### config.mk
export PLATFORM = sky130hd
export DESIGN_NAME = tile_cfg_dbuf
export DESIGN_NICKNAME = d
export VERILOG_FILES = /design/src/rtl/tile_cfg_dbuf.sv
export SDC_FILE = /design/constraint.sdc
export NUM_CORES = 1
export LEC_CHECK = 0
export CAP_MARGIN = 5
export CORE_AREA = 2 2 100 102
export CTS_BUF_LIST = sky130_fd_sc_hd__clkbuf_16
export CTS_CLUSTER_SIZE = 30
export DETAILED_ROUTE_END_ITERATION = 6
export DIE_AREA = 0 0 102 104
export PLACE_DENSITY = 0.8
export REMOVE_ABC_BUFFERS = 1
export SETUP_SLACK_MARGIN = 0.4
export SLEW_MARGIN = 15
export SYNTH_ARGS = -nofsm -noshare
export SYNTH_HDL_FRONTEND = slang
export SYNTH_SLANG_ARGS = --single-unit
### constraint.sdc
create_clock -name clk -period 2.4 [get_ports clk]
set_input_delay 0.48 -clock clk [delete_from_list [all_inputs] [get_ports clk]]
set_output_delay 0.48 -clock clk [all_outputs]
set_load 0.02 [all_outputs]
### src/rtl/tile_cfg_dbuf.sv
module tile_cfg_dbuf #(
  parameter int ADDR_W        = 32,
  parameter int DATA_W        = 32,
  parameter int TILE_ID_W     = 16,
  parameter int FEAT_W        = 8,
  parameter int REG_W         = 8,
  parameter int REG_LSB       = 24,
  parameter int NUM_FEAT      = 2,
  parameter int REGS_PER_FEAT = 4,
  parameter int SEL_W         = 4
) (
  input  logic                                       clk,
  input  logic                                       rst_n,
  input  logic [TILE_ID_W-1:0]                       tile_id,
  input  logic [ADDR_W-1:0]                          cfg_addr,
  input  logic [DATA_W-1:0]                          cfg_wdata,
  input  logic                                       cfg_wr,
  input  logic                                       cfg_db,
  input  logic                                       use_db,
  output logic [DATA_W-1:0]                          cfg_rdata,
  output logic [NUM_FEAT*REGS_PER_FEAT*SEL_W-1:0]    route_sel
);

  localparam int NUM_SEL  = NUM_FEAT * REGS_PER_FEAT;
  localparam int FEAT_LSB = TILE_ID_W;

  logic [NUM_SEL-1:0][SEL_W-1:0] pri_q, sec_q;
  logic [NUM_SEL-1:0]            hit;
  logic [SEL_W-1:0]              rd_sel;

  wire              tile_hit = (cfg_addr[TILE_ID_W-1:0] == tile_id);
  wire [FEAT_W-1:0] feat     = cfg_addr[FEAT_LSB +: FEAT_W];
  wire [REG_W-1:0]  regn     = cfg_addr[REG_LSB +: REG_W];
  wire              code_ok  = (feat < FEAT_W'(NUM_FEAT)) && (regn < REG_W'(REGS_PER_FEAT));
  wire              unused_wdata_hi = ^cfg_wdata[DATA_W-1:SEL_W];

  for (genvar i = 0; i < NUM_SEL; i++) begin : g_sel
    assign hit[i] = tile_hit
                 && (feat == FEAT_W'(i / REGS_PER_FEAT))
                 && (regn == REG_W'(i % REGS_PER_FEAT));

    always_ff @(posedge clk) begin
      if (!rst_n) begin
        pri_q[i] <= '0;
        sec_q[i] <= '0;
      end else if (cfg_wr && hit[i]) begin
        if (cfg_db) sec_q[i] <= cfg_wdata[SEL_W-1:0];
        else        pri_q[i] <= cfg_wdata[SEL_W-1:0];
      end
    end
  end

  always_comb begin
    rd_sel = '0;
    for (int i = 0; i < NUM_SEL; i++)
      if (hit[i]) rd_sel = cfg_db ? sec_q[i] : pri_q[i];
  end

  assign cfg_rdata = DATA_W'(rd_sel);
  assign route_sel = (use_db && rst_n) ? sec_q : pri_q;

  AST_FOREIGN_TILE_IGNORED: assert property (@(posedge clk) disable iff (!rst_n)
    (cfg_wr && !tile_hit) |=> ($stable(pri_q) && $stable(sec_q)));

  AST_PRIMARY_WRITE_ONLY: assert property (@(posedge clk) disable iff (!rst_n)
    (cfg_wr && !cfg_db) |=> $stable(sec_q));

  AST_SECONDARY_WRITE_ONLY: assert property (@(posedge clk) disable iff (!rst_n)
    (cfg_wr && cfg_db) |=> $stable(pri_q));

  AST_READBACK_MATCH: assert property (@(posedge clk) disable iff (!rst_n)
    (cfg_wr && tile_hit && code_ok) |=>
      ((cfg_addr != $past(cfg_addr)) || (cfg_db != $past(cfg_db)) || (tile_id != $past(tile_id)) ||
       (cfg_rdata == DATA_W'($past(cfg_wdata[SEL_W-1:0])))));

  AST_BAD_CODE_IGNORED: assert property (@(posedge clk) disable iff (!rst_n)
    (cfg_wr && !code_ok) |=> ($stable(pri_q) && $stable(sec_q)));

  always_comb begin
    if (rst_n && !code_ok)
      AST_BAD_CODE_READS_ZERO: assert (cfg_rdata == '0);
  end

endmodule

==> run metrics <==
post-route design area between 5000 and 6000 µm²; Layout Skew 0 ps; Area Overhead vs Synth 51.6%; flip-flop and latch count after synthesis between 60 and 70; dpl cells around 640; Starting Density between 30 and 40%; core outline area 9550 µm²; register area around 1300 µm²; post-synthesis instance total roughly 370; Vias per Instance about 5.5; Synth cell types 18; Diodes inserted 0; R2R Setup Slk 1560 ps; GRT Max-Usage Layer met2; MaxCap Viol Count 0; Residual DRC 0; CTS sink count 64; async set-reset flop share out of synthesis 0%; sequential area share after synthesis around 34%; DIE WIDTH about 100 µm; Crit Path Category input pin to output port; Mapped Avg Cell Area between 10 and 15 µm²; Worst-Margin Slew roughly 680 ps; slew margin rel. a little over half; multi-input gate area in the final layout 2320 µm²; Die H around 100 µm; GRT Residual Overflow 0; Final WS setup -127 ps; post-synth top area share about 34%; GRT Util Overall 24.8%; Final period util 105%; clock buffer depth 2; Starting DRT DRC Count 450; WP buf/inv 3; Fillers 758; CP max stage cell mux4_2; maximum vdd drop around 0.39 mV; Period minus WS final 2530 ps; leak pwr 2.71 nW; number of synthesized flops with an enable pin 0; Core Rows 36; clk root buf clkbuf_16; Crit path top cell by count mux4_2; hold buffers post-CTS 0; Crit path max-delay family multiplexers; status finished, violations left; DR pass1 iterations 5; final setup violation count 4; die area 10600 µm²; Final Max Tran Viols 0; Place WS -1030 ps; Non-Filler Instances 680; Final ANT Viol Nets 0; IO buf count 92; Max H-tree Level 3; Max Clk Rate between 0.3 and 0.4 GHz; placed cell area ~5200 µm²; largest stage delay on the critical path between 500 and 600 ps; Via Count between 3000 and 4000; grt met2 use 43.2%; CTS tree done; HP Class flip-flop to flip-flop; arrival time of the worst setup path just over 2000 ps; unrepaired setup endpoints after global routing yes; share of cells above drive strength 1 47.2%; CP Capture Type output port; Clock Latency Late Sink approximately 340 ps; vias in the first global route roughly 3600; failing checks setup timing; Clk pin slew, worst setup/hold paths about 50 ps; Synth area leader dfxtp_1; M3 GR Usage 5.17%; DR WL/cell between 20 and 25 µm; Final GP Congestion approximately 0.93; Post-DP HPWL about 8600 µm; Cell Area, Synth around 3800 µm²; synth warn 0; global-route wire length before repair just under 20000 µm; Synth area leaders dfxtp_1, mux2i_1, mux4_2; wirelength, routed around 14000 µm; critical path required time ~1900 ps; IO Pins 149; met1 usage a little over a quarter; Final Hold Viols 0; Most used DFF post-synth dfxtp_1; CP Max Fanout 6; initial antenna violation count 0; Nets between 600 and 700; Worst setup SP type input pin; Num CTS Buffers 9; worst hold margin 510 ps; crit-path cells buf_12 > buf_16 > mux4_2 > mux4_2 > and3_4 > buf_6; PD cells about 460 nW/µm²; largest net degree at the start of global routing 69
## kinds of logic after synthesis
family / Yosys count / synth area share, %
other cells: 1 / 0.0998
buf+inv: 61 / 9.22
flops: 64 / 34.1
simple gates: 113 / 14.2
mux: 116 / 38.6
xor+xnor: 16 / 3.73
## final timing paths
check,startpoint,end,cells after the start
max,cfg_db,cfg_rdata[2],6
min,pri_q[16],pri_q[16],2
max reg2reg,sec_q[3],sec_q[3],3
min reg2reg,pri_q[16],pri_q[16],2
## layer usage
layer	routed length [µm]	vias to the layer above
met4	986	0
met2	6810	293
met3	1360	75
met5	0	-
li1	-	1600
met1	4820	1747
## tightest hold or removal path: stages, from the launching register on
cell and delay [ps]:
dfxtp_1 340, nand2_1 70, mux2i_1 50
## layout by cell type (no fill, tap or decap), types with 2 or more instances in the layout
cell type,n
buf_4,77
nand2_1,70
mux2i_1,64
dfxtp_1,64
buf_2,35
mux2_2,31
conb_1,28
buf_6,24
clkbuf_2,23
mux4_2,20
xnor2_1,15
nand4_1,13
clkbuf_16,10
clkdlybuf4s15_1,8
and4b_2,7
nor2_1,6
clkdlybuf4s50_1,6
buf_12,6
clkdlybuf4s15_2,5
and3_4,4
nand2b_1,3
buf_16,3
dlygate4sd2_1,3
nor3_2,2
nor2_2,2
nor3_1,2
clkinv_1,2
clkinv_2,2
inv_1,2
## sequential cells by signal, summed over array words and instances, names as in the netlist
register	flops
sec_q	32
pri_q	32
## per-stage QoR
step           utilization (%)  power (mW)  TNS, ps
3_3_place_gp              54.7        1.38   -10970
3_5_place_dp              54.7        1.38   -13130
5_1_grt                   59.7        2.70     -479
2_1_floorplan                -        1.20     -317
6_report                  59.7        2.64     -385
4_1_cts                   59.5        2.62     -233
## synthesized netlist by cell type (4+ instances only)
cell / instances
buf_4: 29
nand2_1: 71
xnor2_1: 16
and4b_1: 8
clkbuf_1: 22
dfxtp_1: 64
and3_1: 4
nand4_1: 13
nor2_1: 8
mux2i_1: 64
buf_2: 7
mux4_2: 20
mux2_2: 32
nor3_1: 4
## report_power, final
group | leakage (nW) | switching [mW] | total (mW) | internal, mW
logic | 2.04 | 0.173 | 0.326 | 0.153
clock network | 0.147 | 0.469 | 1.25 | 0.784
registers | 0.515 | 0.000000000159 | 1.06 | 1.06
## area by class of cell
| cell class | instances | area share, % |
|---|---|---|
| repair buffers | 194 | 28.9 |
| clock buffers | 9 | 3.95 |
| flip-flops and latches | 64 | 22.5 |
| well taps | 133 | 2.92 |
| multi-input cells | 273 | 40.7 |
| clock inverters | 7 | 0.966 |
## what timing repair did
action | CTS | global route
resized for setup | 288 | 52
endpoints found under the setup margin | 95 | 73
pin swaps | 22 | 22
gates cloned | 4 | 1
setup buffers | 14 | 6
Note: power is estimated with default switching activity, not from simulation.
